`src/rtl/nor_probe_pkg.sv`:
```
package nor_probe_pkg;

  typedef enum logic [1:0] {
    FAM_NONE   = 2'd0,
    FAM_UNLOCK = 2'd1,
    FAM_STATUS = 2'd2
  } fam_e;

  typedef enum logic [1:0] {
    BUS_IDLE,
    BUS_SETUP,
    BUS_STRB,
    BUS_HOLD
  } bus_st_e;

  typedef enum logic [1:0] {
    SEQ_IDLE,
    SEQ_ISSUE,
    SEQ_WAIT,
    SEQ_FIN
  } seq_st_e;

  typedef struct packed {
    logic [7:0] sects;
    logic [4:0] size_lg;   // log2 of bytes per 16-bit lane
    logic       bottom;
  } geo_t;

  localparam int unsigned GEO_N = 5;

  localparam logic [10:0] OFS_CYC1 = 11'h555;
  localparam logic [10:0] OFS_CYC2 = 11'h2AA;
  localparam logic [10:0] OFS_MFG  = 11'h000;
  localparam logic [10:0] OFS_DEV  = 11'h001;

  localparam logic [7:0] CMD_UNLK_A   = 8'hAA;
  localparam logic [7:0] CMD_UNLK_B   = 8'h55;
  localparam logic [7:0] CMD_AUTOSEL  = 8'h90;
  localparam logic [7:0] CMD_RDM_STAT = 8'hFF;
  localparam logic [7:0] CMD_RDM_UNLK = 8'hF0;

  localparam logic [2:0] STEP_MFG     = 3'd3;
  localparam logic [2:0] STEP_DEV     = 3'd4;
  localparam logic [2:0] STEP_RESTORE = 3'd5;

  // table order: uniform 64M, bottom 8M, 16M, 32M, 64M
  function automatic geo_t geo_of(input int unsigned idx);
    geo_t g;
    case (idx)
      0:       g = '{sects: 8'd128, size_lg: 5'd23, bottom: 1'b0};
      1:       g = '{sects: 8'd23,  size_lg: 5'd20, bottom: 1'b1};
      2:       g = '{sects: 8'd39,  size_lg: 5'd21, bottom: 1'b1};
      3:       g = '{sects: 8'd71,  size_lg: 5'd22, bottom: 1'b1};
      4:       g = '{sects: 8'd135, size_lg: 5'd23, bottom: 1'b1};
      default: g = '0;
    endcase
    return g;
  endfunction

endpackage

```
`src/rtl/nor_bus_cycle.sv`:
```
module nor_bus_cycle
  import nor_probe_pkg::*;
#(
  parameter int ADDR_W     = 22,
  parameter int BUS_W      = 32,
  parameter int STROBE_CYC = 3
) (
  input  logic              clk_i,
  input  logic              rst_ni,
  input  logic              req_i,
  input  logic              we_i,
  input  logic [ADDR_W-1:0] addr_i,
  input  logic [BUS_W-1:0]  data_i,
  output logic              ack_o,
  output logic [BUS_W-1:0]  rdata_o,
  output logic [ADDR_W-1:0] bus_addr_o,
  output logic [BUS_W-1:0]  bus_wdata_o,
  input  logic [BUS_W-1:0]  bus_rdata_i,
  output logic              bus_wr_o,
  output logic              bus_rd_o
);

  localparam int CNT_W = $clog2(STROBE_CYC + 1);
  localparam logic [CNT_W-1:0] CNT_LAST = CNT_W'(STROBE_CYC - 1);

  bus_st_e           st_q;
  logic [CNT_W-1:0]  cnt_q;
  logic              we_q;
  logic [ADDR_W-1:0] addr_q;
  logic [BUS_W-1:0]  data_q;
  logic [BUS_W-1:0]  rdata_q;

  always_ff @(posedge clk_i or negedge rst_ni) begin
    if (!rst_ni) begin
      st_q    <= BUS_IDLE;
      cnt_q   <= '0;
      we_q    <= 1'b0;
      addr_q  <= '0;
      data_q  <= '0;
      rdata_q <= '0;
    end else begin
      case (st_q)
        BUS_IDLE: begin
          if (req_i) begin
            we_q   <= we_i;
            addr_q <= addr_i;
            data_q <= data_i;
            st_q   <= BUS_SETUP;
          end
        end
        BUS_SETUP: begin
          cnt_q <= '0;
          st_q  <= BUS_STRB;
        end
        BUS_STRB: begin
          if (cnt_q == CNT_LAST) begin
            if (!we_q) rdata_q <= bus_rdata_i;
            st_q <= BUS_HOLD;
          end else begin
            cnt_q <= cnt_q + 1'b1;
          end
        end
        BUS_HOLD: st_q <= BUS_IDLE;
        default:  st_q <= BUS_IDLE;
      endcase
    end
  end

  assign ack_o       = (st_q == BUS_HOLD);
  assign rdata_o     = rdata_q;
  assign bus_addr_o  = addr_q;
  assign bus_wdata_o = data_q;
  assign bus_wr_o    = (st_q == BUS_STRB) &&  we_q;
  assign bus_rd_o    = (st_q == BUS_STRB) && !we_q;

endmodule

```
`src/rtl/nor_id_decode.sv`:
```
module nor_id_decode
  import nor_probe_pkg::*;
#(
  parameter int          BUS_W      = 32,
  parameter logic [7:0]  MFG_UNLOCK = 8'h01,
  parameter logic [7:0]  MFG_STATUS = 8'h89,
  parameter logic [15:0] DEV_UNI64  = 16'h22D7,
  parameter logic [15:0] DEV_BOT8   = 16'h88C1,
  parameter logic [15:0] DEV_BOT16  = 16'h88C3,
  parameter logic [15:0] DEV_BOT32  = 16'h88C5,
  parameter logic [15:0] DEV_BOT64  = 16'h88CD
) (
  input  logic [7:0]       mfg_i,
  input  logic [BUS_W-1:0] dev_i,
  output fam_e             fam_o,
  output logic             known_o,
  output geo_t             geo_o
);

  localparam int LANES = BUS_W / 16;
  localparam logic [GEO_N*16-1:0] CODES = {DEV_BOT64, DEV_BOT32, DEV_BOT16, DEV_BOT8, DEV_UNI64};

  logic [GEO_N-1:0] hit;

  for (genvar e = 0; e < GEO_N; e++) begin : g_match
    assign hit[e] = (dev_i == {LANES{CODES[e*16 +: 16]}});
  end

  always_comb begin
    if (mfg_i == MFG_UNLOCK)      fam_o = FAM_UNLOCK;
    else if (mfg_i == MFG_STATUS) fam_o = FAM_STATUS;
    else                          fam_o = FAM_NONE;
  end

  always_comb begin
    known_o = (fam_o != FAM_NONE) && (|hit);
    geo_o   = '0;
    if (known_o) begin
      for (int e = GEO_N - 1; e >= 0; e--) begin
        if (hit[e]) geo_o = geo_of(e);
      end
    end
  end

endmodule

```
`src/rtl/nor_probe_seq.sv`:
```
module nor_probe_seq
  import nor_probe_pkg::*;
#(
  parameter int ADDR_W = 22,
  parameter int BUS_W  = 32,
  parameter int SIZE_W = 32
) (
  input  logic              clk_i,
  input  logic              rst_ni,
  input  logic              start_i,
  output logic              req_o,
  output logic              we_o,
  output logic [ADDR_W-1:0] addr_o,
  output logic [BUS_W-1:0]  data_o,
  input  logic              ack_i,
  input  logic [BUS_W-1:0]  rdata_i,
  output logic [7:0]        mfg_o,
  output logic [BUS_W-1:0]  dev_o,
  input  fam_e              fam_i,
  input  logic              known_i,
  input  geo_t              geo_i,
  output logic              busy_o,
  output logic              done_o,
  output logic              known_o,
  output logic [1:0]        family_o,
  output logic [7:0]        sect_cnt_o,
  output logic [SIZE_W-1:0] size_o,
  output logic              bottom_boot_o
);

  localparam int LANES   = BUS_W / 16;
  localparam int LANE_SH = $clog2(LANES);

  seq_st_e           st_q;
  logic [2:0]        step_q;
  logic [7:0]        mfg_q;
  logic [BUS_W-1:0]  dev_q;
  logic              done_q;
  logic              known_q;
  logic [1:0]        family_q;
  logic [7:0]        sect_q;
  logic [SIZE_W-1:0] size_q;
  logic              bottom_q;

  logic [10:0] cmd_ofs;
  logic [7:0]  cmd_byte;

  always_comb begin
    case (step_q)
      3'd0:     begin we_o = 1'b1; cmd_ofs = OFS_CYC1; cmd_byte = CMD_UNLK_A;  end
      3'd1:     begin we_o = 1'b1; cmd_ofs = OFS_CYC2; cmd_byte = CMD_UNLK_B;  end
      3'd2:     begin we_o = 1'b1; cmd_ofs = OFS_CYC1; cmd_byte = CMD_AUTOSEL; end
      STEP_MFG: begin we_o = 1'b0; cmd_ofs = OFS_MFG;  cmd_byte = 8'h00;       end
      STEP_DEV: begin we_o = 1'b0; cmd_ofs = OFS_DEV;  cmd_byte = 8'h00;       end
      default: begin
        we_o     = 1'b1;
        cmd_ofs  = OFS_MFG;
        cmd_byte = (fam_i == FAM_STATUS) ? CMD_RDM_STAT : CMD_RDM_UNLK;
      end
    endcase
  end

  assign addr_o = ADDR_W'(cmd_ofs);

  for (genvar l = 0; l < LANES; l++) begin : g_lane
    assign data_o[l*16 +: 16] = {8'h00, cmd_byte};
  end

  always_ff @(posedge clk_i or negedge rst_ni) begin
    if (!rst_ni) begin
      st_q     <= SEQ_IDLE;
      step_q   <= '0;
      mfg_q    <= '0;
      dev_q    <= '0;
      done_q   <= 1'b0;
      known_q  <= 1'b0;
      family_q <= '0;
      sect_q   <= '0;
      size_q   <= '0;
      bottom_q <= 1'b0;
    end else begin
      done_q <= 1'b0;
      case (st_q)
        SEQ_IDLE: begin
          if (start_i) begin
            step_q <= '0;
            st_q   <= SEQ_ISSUE;
          end
        end
        SEQ_ISSUE: st_q <= SEQ_WAIT;
        SEQ_WAIT: begin
          if (ack_i) begin
            if (step_q == STEP_MFG) mfg_q <= rdata_i[7:0];
            if (step_q == STEP_DEV) dev_q <= rdata_i;
            if (step_q == STEP_RESTORE) begin
              st_q <= SEQ_FIN;
            end else if (step_q == STEP_DEV && fam_i == FAM_NONE) begin
              st_q <= SEQ_FIN;
            end else begin
              step_q <= step_q + 3'd1;
              st_q   <= SEQ_ISSUE;
            end
          end
        end
        SEQ_FIN: begin
          done_q   <= 1'b1;
          known_q  <= known_i;
          family_q <= fam_i;
          sect_q   <= geo_i.sects;
          bottom_q <= geo_i.bottom;
          size_q   <= known_i ? (SIZE_W'(1) << (int'(geo_i.size_lg) + LANE_SH)) : '0;
          st_q     <= SEQ_IDLE;
        end
        default: st_q <= SEQ_IDLE;
      endcase
    end
  end

  assign req_o         = (st_q == SEQ_ISSUE);
  assign busy_o        = (st_q != SEQ_IDLE);
  assign mfg_o         = mfg_q;
  assign dev_o         = dev_q;
  assign done_o        = done_q;
  assign known_o       = known_q;
  assign family_o      = family_q;
  assign sect_cnt_o    = sect_q;
  assign size_o        = size_q;
  assign bottom_boot_o = bottom_q;

endmodule

```
`src/rtl/nor_id_probe.sv`:
```
module nor_id_probe
  import nor_probe_pkg::*;
#(
  parameter int          ADDR_W     = 22,
  parameter int          BUS_W      = 32,
  parameter int          SIZE_W     = 32,
  parameter int          STROBE_CYC = 3,
  parameter logic [7:0]  MFG_UNLOCK = 8'h01,
  parameter logic [7:0]  MFG_STATUS = 8'h89,
  parameter logic [15:0] DEV_UNI64  = 16'h22D7,
  parameter logic [15:0] DEV_BOT8   = 16'h88C1,
  parameter logic [15:0] DEV_BOT16  = 16'h88C3,
  parameter logic [15:0] DEV_BOT32  = 16'h88C5,
  parameter logic [15:0] DEV_BOT64  = 16'h88CD
) (
  input  logic              clk_i,
  input  logic              rst_ni,
  input  logic              start_i,
  output logic              busy_o,
  output logic              done_o,
  output logic              known_o,
  output logic [1:0]        family_o,
  output logic [7:0]        sect_cnt_o,
  output logic [SIZE_W-1:0] size_o,
  output logic              bottom_boot_o,
  output logic [ADDR_W-1:0] bus_addr_o,
  output logic [BUS_W-1:0]  bus_wdata_o,
  input  logic [BUS_W-1:0]  bus_rdata_i,
  output logic              bus_wr_o,
  output logic              bus_rd_o
);

  logic              req;
  logic              req_we;
  logic [ADDR_W-1:0] req_addr;
  logic [BUS_W-1:0]  req_data;
  logic              ack;
  logic [BUS_W-1:0]  rdata;
  logic [7:0]        mfg;
  logic [BUS_W-1:0]  dev;
  fam_e              fam;
  logic              known;
  geo_t              geo;

  nor_bus_cycle #(
    .ADDR_W    (ADDR_W),
    .BUS_W     (BUS_W),
    .STROBE_CYC(STROBE_CYC)
  ) u_bus (
    .clk_i      (clk_i),
    .rst_ni     (rst_ni),
    .req_i      (req),
    .we_i       (req_we),
    .addr_i     (req_addr),
    .data_i     (req_data),
    .ack_o      (ack),
    .rdata_o    (rdata),
    .bus_addr_o (bus_addr_o),
    .bus_wdata_o(bus_wdata_o),
    .bus_rdata_i(bus_rdata_i),
    .bus_wr_o   (bus_wr_o),
    .bus_rd_o   (bus_rd_o)
  );

  nor_probe_seq #(
    .ADDR_W(ADDR_W),
    .BUS_W (BUS_W),
    .SIZE_W(SIZE_W)
  ) u_seq (
    .clk_i        (clk_i),
    .rst_ni       (rst_ni),
    .start_i      (start_i),
    .req_o        (req),
    .we_o         (req_we),
    .addr_o       (req_addr),
    .data_o       (req_data),
    .ack_i        (ack),
    .rdata_i      (rdata),
    .mfg_o        (mfg),
    .dev_o        (dev),
    .fam_i        (fam),
    .known_i      (known),
    .geo_i        (geo),
    .busy_o       (busy_o),
    .done_o       (done_o),
    .known_o      (known_o),
    .family_o     (family_o),
    .sect_cnt_o   (sect_cnt_o),
    .size_o       (size_o),
    .bottom_boot_o(bottom_boot_o)
  );

  nor_id_decode #(
    .BUS_W     (BUS_W),
    .MFG_UNLOCK(MFG_UNLOCK),
    .MFG_STATUS(MFG_STATUS),
    .DEV_UNI64 (DEV_UNI64),
    .DEV_BOT8  (DEV_BOT8),
    .DEV_BOT16 (DEV_BOT16),
    .DEV_BOT32 (DEV_BOT32),
    .DEV_BOT64 (DEV_BOT64)
  ) u_dec (
    .mfg_i  (mfg),
    .dev_i  (dev),
    .fam_o  (fam),
    .known_o(known),
    .geo_o  (geo)
  );

endmodule

```
`config.mk`:
```
export PLATFORM = sky130hd
export DESIGN_NAME = nor_id_probe
export DESIGN_NICKNAME = d
export VERILOG_FILES = /design/src/rtl/nor_probe_pkg.sv /design/src/rtl/nor_bus_cycle.sv /design/src/rtl/nor_id_decode.sv /design/src/rtl/nor_probe_seq.sv /design/src/rtl/nor_id_probe.sv
export SDC_FILE = /design/constraint.sdc
export NUM_CORES = 1
export LEC_CHECK = 0
export ABC_AREA = 1
export BUFFER_PORTS_ARGS = -buffer_cell sky130_fd_sc_hd__buf_2
export CORE_ASPECT_RATIO = 1.25
export CORE_MARGIN = 4
export CORE_UTILIZATION = 40
export DETAILED_ROUTE_END_ITERATION = 7
export GPL_ROUTABILITY_DRIVEN = 1
export SYNTH_ARGS = -nofsm -noshare
export SYNTH_HDL_FRONTEND = slang
export SYNTH_SLANG_ARGS = --single-unit
```
`constraint.sdc`:
```
create_clock -name clk_i -period 4.8 [get_ports clk_i]
set_input_delay 0.24 -clock clk_i [delete_from_list [all_inputs] [get_ports clk_i]]
set_output_delay 0.24 -clock clk_i [all_outputs]
set_load 0.1 [all_outputs]
```
-- Word-level counts from Yosys, hierarchy flattened
Cells that the tools add are included.
- $add $sub $neg: 3
- multipliers: 0
- divide/modulo/power cells: 0
- magnitude comparators: 0
- equality and inequality tests: 27
- shift operators: 1
- muxes and demuxes: 29
- bitwise gates (word level): 1
- reduce and logical (&&, ||, !) cells: 24
- operators by type and width (cell ; count):
    32-bit equality test (second input constant) ; 4
    14-bit 2-to-1 mux ; 6
    11-bit one-hot mux with 3 select lines ; 1
    32-bit by 30-bit equality test with 1-bit output (second input constant) ; 1
    32-bit 2-to-1 mux ; 1
    8-bit one-hot mux with 4 select lines ; 1
    1-bit by 32-bit left shift with 32-bit output (first input constant) ; 1
    2-bit 2-to-1 mux ; 9
    2-bit one-hot mux with 4 select lines ; 2
    2-bit equality test (second input constant) ; 6
    3-bit 2-to-1 mux ; 4
    2-bit inequality test (second input constant) ; 6
    3-bit AND reduction ; 3
    8-bit by 1-bit equality test with 1-bit output (second input constant) ; 1
    8-bit equality test (second input constant) ; 1
    2-bit AND reduction ; 4
    2-bit nonzero test ; 4
    5-bit by 1-bit adder with 6-bit output (second input constant) ; 1
    3-bit by 2-bit equality test with 1-bit output (second input constant) ; 2
    3-bit equality test (second input constant) ; 2
    2-bit zero test ; 3
    3-bit one-hot mux with 2 select lines ; 1
    5-bit AND reduction ; 1
    5-bit OR reduction ; 1
    other kinds (13) ; 19
- register bits after elaboration: 154
- bits in latches: 0
- RAM bits: 0
- ROM bits: 0
- input bits: 35
- logic and storage cells: 101
- memories: 0

-- Logic depth before layout (Yosys ltp)
- word-level depth: 10
- mapped depth: 11
- depth with buffers taken out: 11

-- Hierarchy
From an unflattened synthesis, not the netlist that was laid out.
- cells, all modules: 1054
- area, all modules: 8650.8 um^2
- by module, submodules not included (module ; instances ; cells each ; area an instance (um^2) ; sequential area each (um^2)):
    nor_probe_seq ; 1 ; 498 ; 4280.4 ; 2252.2
    nor_bus_cycle ; 1 ; 423 ; 3756.1 ; 2277.2
    nor_id_decode ; 1 ; 133 ; 614.3 ; 0.0

-- Worst setup path after synthesis
OpenSTA, ideal clock, no wires.
- path type: register to register
- start: register u_bus.st_q[0]
- end: register u_bus.rdata_q[10] (netlist: u_bus.rdata_o[10])
- arrival time: 2339 ps
- data required time: 4675 ps
- setup slack: 2337 ps
- cell stages (with the launch flop): 8
- cell sequence: dfrtp_1 -> inv_1 -> ha_1 -> inv_1 -> nor2_2 -> nand2_2 -> buf_2 -> mux2_2
- longest elaborated chain between the ends: 2
- RTL lines (element ; RTL line ; text):
    start: declaration ; nor_bus_cycle.sv:26 ; bus_st_e st_q;
    start signal: assignment ; nor_bus_cycle.sv:35 ; st_q <= BUS_IDLE;
    start signal: assignment ; nor_bus_cycle.sv:48 ; st_q <= BUS_SETUP;
    start signal: assignment ; nor_bus_cycle.sv:53 ; st_q <= BUS_STRB;
    2-bit equality test ; nor_bus_cycle.sv:42 ; case (st_q)
    3-bit AND reduction (no line) ; n/a ;
    end signal: assignment ; nor_bus_cycle.sv:57 ; if (!we_q) rdata_q <= bus_rdata_i;
    end: declaration ; nor_bus_cycle.sv:31 ; logic [BUS_W-1:0] rdata_q;
Every way passes these cells.
A chain may end at the register's enable or synchronous reset.

-- Worst setup path after layout
- start: register u_bus.st_q[0]
- end: output port bus_rd_o
- longest elaborated chain between the ends: 2
- RTL lines (element ; RTL line ; text):
    2-bit equality test ; nor_bus_cycle.sv:74 ; assign bus_rd_o = (st_q == BUS_STRB) && !we_q;
    1-bit logical AND ; nor_bus_cycle.sv:74 ;
    end: declaration ; nor_id_probe.sv:30 ; output logic bus_rd_o
Every way passes these cells.

==> results.ini <==
[outcome]
status=complete, no violations

[power_and_ir_drop]
leakage_nw=3.707
worst_ir_drop_vdd_uv=452.2
powerDensity_nw_per_um2=657.8

[global_routing]
grt_remaining_overflow=0
grt_start_max_net_pins=61
grt_antenna_before_repair=0
first_global_vias=4317
global_route_wire_length_before_repair_um=20070
globalRouteTotalUtil_pct=14.22

[clock_tree]
cts_tree=built
cts_hold_repair.buffers=1
post_cts.resized_instances=0
cts.sink_count=132
cts_setup_buffers=0
clkLatencyLatePin_ns=0.40
cts-buffers-inserted=17
cts_buffer_depth=2
path_clk_slew_ns=0.06
clock_tree.htree_level_count=4
clock_root_buffer=sky130_fd_sc_hd__clkbuf_16

[sta]
setup_viol_count_final=0
layout_worst_path_cycle_share_pct=41.53
timing_worst_slew_pin_value_ns=0.9173
timing.fmax_mhz=501.6
clock_skew_ns=0.008144
timing.max_slew.rel_slack_pct=38.78
hold_viol_final=0
timing_max_transition_violations_final=0
fin_tns_setup_ns=0
setup_slack_after_layout_ns=2.806
rsz_0062_raised_after_global_routing=false
finalWorstPathRequiredPeriod_ns=1.994

[cells_and_area]
post_route_cells_drive_above_1_share_pct=21.54
total_non_filler_cell_area_in_the_finished_layout_um2=7151
final_nets=839
antenna_cells=0
area_growth_syn_to_layout_pct=16.28

[logic_synthesis]
ys_seq_area_share_pct=53.71
synth_area_leaders=sky130_fd_sc_hd__dfrtp_1 (54%), sky130_fd_sc_hd__nand2_1 (9.3%), sky130_fd_sc_hd__nor2_1 (6.5%), sky130_fd_sc_hd__buf_4 (6.1%), sky130_fd_sc_hd__inv_1 (5.5%)
synth-edff-count=0
yosys.cell_count.top_type=sky130_fd_sc_hd__nand2_1
ys_seq_elements=132
post_synthesis_cells=699
yosysWarningCount=0
synth.cell_area_um2=6150
synth_area_per_cell_um2=8.798
post_synth_most_frequent_cells=sky130_fd_sc_hd__nand2_1 (153), sky130_fd_sc_hd__dfrtp_1 (132), sky130_fd_sc_hd__nor2_1 (107), sky130_fd_sc_hd__inv_1 (90), sky130_fd_sc_hd__buf_4 (50)
synth_cell_type_count=27
synth_ff_type=sky130_fd_sc_hd__dfrtp_1
synth-async-reset-ratio_pct=100.0
synth.largest_area_cell=sky130_fd_sc_hd__dfrtp_1
netlist.area_leader.share_pct=53.71

[flow_run]
max_cap_violations=0

[hold_path]
hold_path.class=input pin to register
hold_end=u_bus.rdata_o[17]
timing.hold.worst_path_depth=2
worstHoldStart=bus_rdata_i[17]

[placement]
setup_ws_pre_cts_ns=2.774
detailed_place_hpwl_um=8830
global_placement_routability_congestion=0.8140
placed_area_um2=6606
io_buffer_count=108

[floorplanning]
die-width_um=118.9
chip_height_um=146.6
std_cell_rows=50
die_area_um2=17430
core_area_um2=15010
start_util_pct=40.96
io-pin-count=137

[setup_path]
arr_time_crit_path_ns=1.75
path_cells=inv_1 -> ha_1 -> inv_1 -> nor2_2 -> buf_2
setup.reg_to_reg.worst_slack_ns=2.82
critical-path-slowest-cell=sky130_fd_sc_hd__buf_2
worst-path-max-fanout=4
worst_setup_path_end_kind=output pin
r2r_cells=6
worst_ep_required_time_ns=4.56
critPathMostFrequentCell=sky130_fd_sc_hd__inv_1
timing.rr.start=u_bus.st_q[0]
start_kind=register
slowest_delay_ns=0.44
worstSetupPathType=register to output pin
reg2reg_to=u_bus.rdata_o[26]

[route]
dr.pass1.iters=4
detail_route.drc_violations=0
routed-via-count=4391
postRouteWirelength_um=11850
ant_nets=0
drtIter0Drc=231
via_per_inst=4.458
wire_per_inst_um=12.03

-- routing by layer --
layer	GRT usage [%]	wire length, um
met1	18.72	5614
met2	22.39	5491
met3	3.836	542
met4	5.565	203
met5	0	0
-- sequential cells by signal (all words and copies together), names as in the netlist --
name               count
u_bus.bus_wdata_o      6
u_bus.st_q             2
u_bus.cnt_q            2
u_seq.sect_cnt_o       5
u_seq.done_o           1
u_seq.mfg_o            8
u_seq.st_q             2
u_seq.size_o          32
u_seq.known_o          1
u_bus.rdata_o         32
u_seq.dev_o           32
u_seq.step_q           3
u_seq.family_o         2
u_bus.we_q             1
u_bus.bus_addr_o       3
-- report_power, final --
group	leakage (nW)	switching, W	total (W)	internal, W
clock	0.262	0.000430	0.00117	0.000741
sequential	1.66	0.000223	0.00166	0.00144
combinational	1.79	0.00148	0.00187	0.000391
total	3.71	0.00213	0.00470	0.00257
-- cells in the final DEF (no fill, tap or decap) --
| cell | count |
|---|---|
| sky130_fd_sc_hd__bufinv_16 | 1 |
| sky130_fd_sc_hd__buf_4 | 4 |
| sky130_fd_sc_hd__clkinv_2 | 3 |
| sky130_fd_sc_hd__inv_1 | 90 |
| sky130_fd_sc_hd__a21oi_1 | 12 |
| sky130_fd_sc_hd__o21ai_1 | 1 |
| sky130_fd_sc_hd__ha_1 | 11 |
| sky130_fd_sc_hd__mux2_2 | 28 |
| sky130_fd_sc_hd__nor3_1 | 6 |
| sky130_fd_sc_hd__dlygate4sd3_1 | 1 |
| sky130_fd_sc_hd__nor2_2 | 3 |
| sky130_fd_sc_hd__nor2_1 | 107 |
| sky130_fd_sc_hd__o21ai_0 | 49 |
| sky130_fd_sc_hd__clkbuf_1 | 4 |
| sky130_fd_sc_hd__nand2_1 | 153 |
| sky130_fd_sc_hd__clkbuf_16 | 17 |
| sky130_fd_sc_hd__o22ai_1 | 1 |
| sky130_fd_sc_hd__nor2_4 | 1 |
| sky130_fd_sc_hd__nand3_1 | 18 |
| sky130_fd_sc_hd__nor3_4 | 1 |
| sky130_fd_sc_hd__and2_1 | 1 |
| sky130_fd_sc_hd__conb_1 | 28 |
| sky130_fd_sc_hd__mux2_1 | 4 |
| sky130_fd_sc_hd__nand4_1 | 9 |
| sky130_fd_sc_hd__o211ai_1 | 1 |
| sky130_fd_sc_hd__buf_2 | 107 |
| sky130_fd_sc_hd__nor4_1 | 1 |
| sky130_fd_sc_hd__o2111ai_1 | 1 |
| sky130_fd_sc_hd__clkinvlp_4 | 1 |
| sky130_fd_sc_hd__clkbuf_8 | 3 |
| sky130_fd_sc_hd__dfrtp_1 | 132 |
| sky130_fd_sc_hd__nand2_2 | 2 |
| sky130_fd_sc_hd__or2_2 | 2 |
-- worst max-delay path by stage --
stage / from / endpoint / cells past startpoint
after floorplan: u_bus.st_q[0] / u_bus.rdata_o[10] / 7
after global placement: u_bus.st_q[0] / u_bus.rdata_o[26] / 6
after detailed placement: u_bus.st_q[0] / u_bus.rdata_o[26] / 6
after CTS: u_bus.st_q[0] / u_bus.rdata_o[26] / 6
after global routing: u_bus.st_q[0] / u_bus.rdata_o[26] / 6
final: u_bus.st_q[0] / bus_rd_o / 5
-- kinds of logic (layout without fill, tap and decap cells) --
kind of cell	after synthesis	in the layout	share of synthesized area, %
flip-flops	132	132	53.71
AND/OR/NAND/NOR	304	304	20.10
other	1	28	0.06098
multiplexers	32	32	5.860
AO/OA/AOI/OAI	65	65	5.412
adder cells (fa/ha/maj)	11	11	2.238
buffers and inverters	154	231	12.61
-- final cells by class --
type	instances	area, um^2
clock buffer	24	481.7
clock inverter	5	52.55
fill	1478	7864
inverter	90	337.8
multi-input combinational	440	2172
sequential	132	3303
tap	182	227.7
timing repair buffer	112	575.6
-- per-stage QoR --
step                cells  power [W]  utilization [%]  hold slack (ns)
floorplan             726   0.003323                -         -0.05559
global placement      955   0.003550            44.00           0.3265
detailed placement    955   0.003573            44.00           0.3198
CTS                   985   0.004764            47.63          0.04436
global route          985   0.004989            47.63          0.04414
finish                985   0.004704            47.63          0.06258
-- critical path: cells and delay by family, from the launching register on --
kind                       cells  cell delay, ns
DFF                            1            0.40
and+or+nand+nor                1            0.11
buffers and inverters          3            0.64
adders and majority gates      1            0.20
No activity file was read; power rests on OpenSTA's default activity.
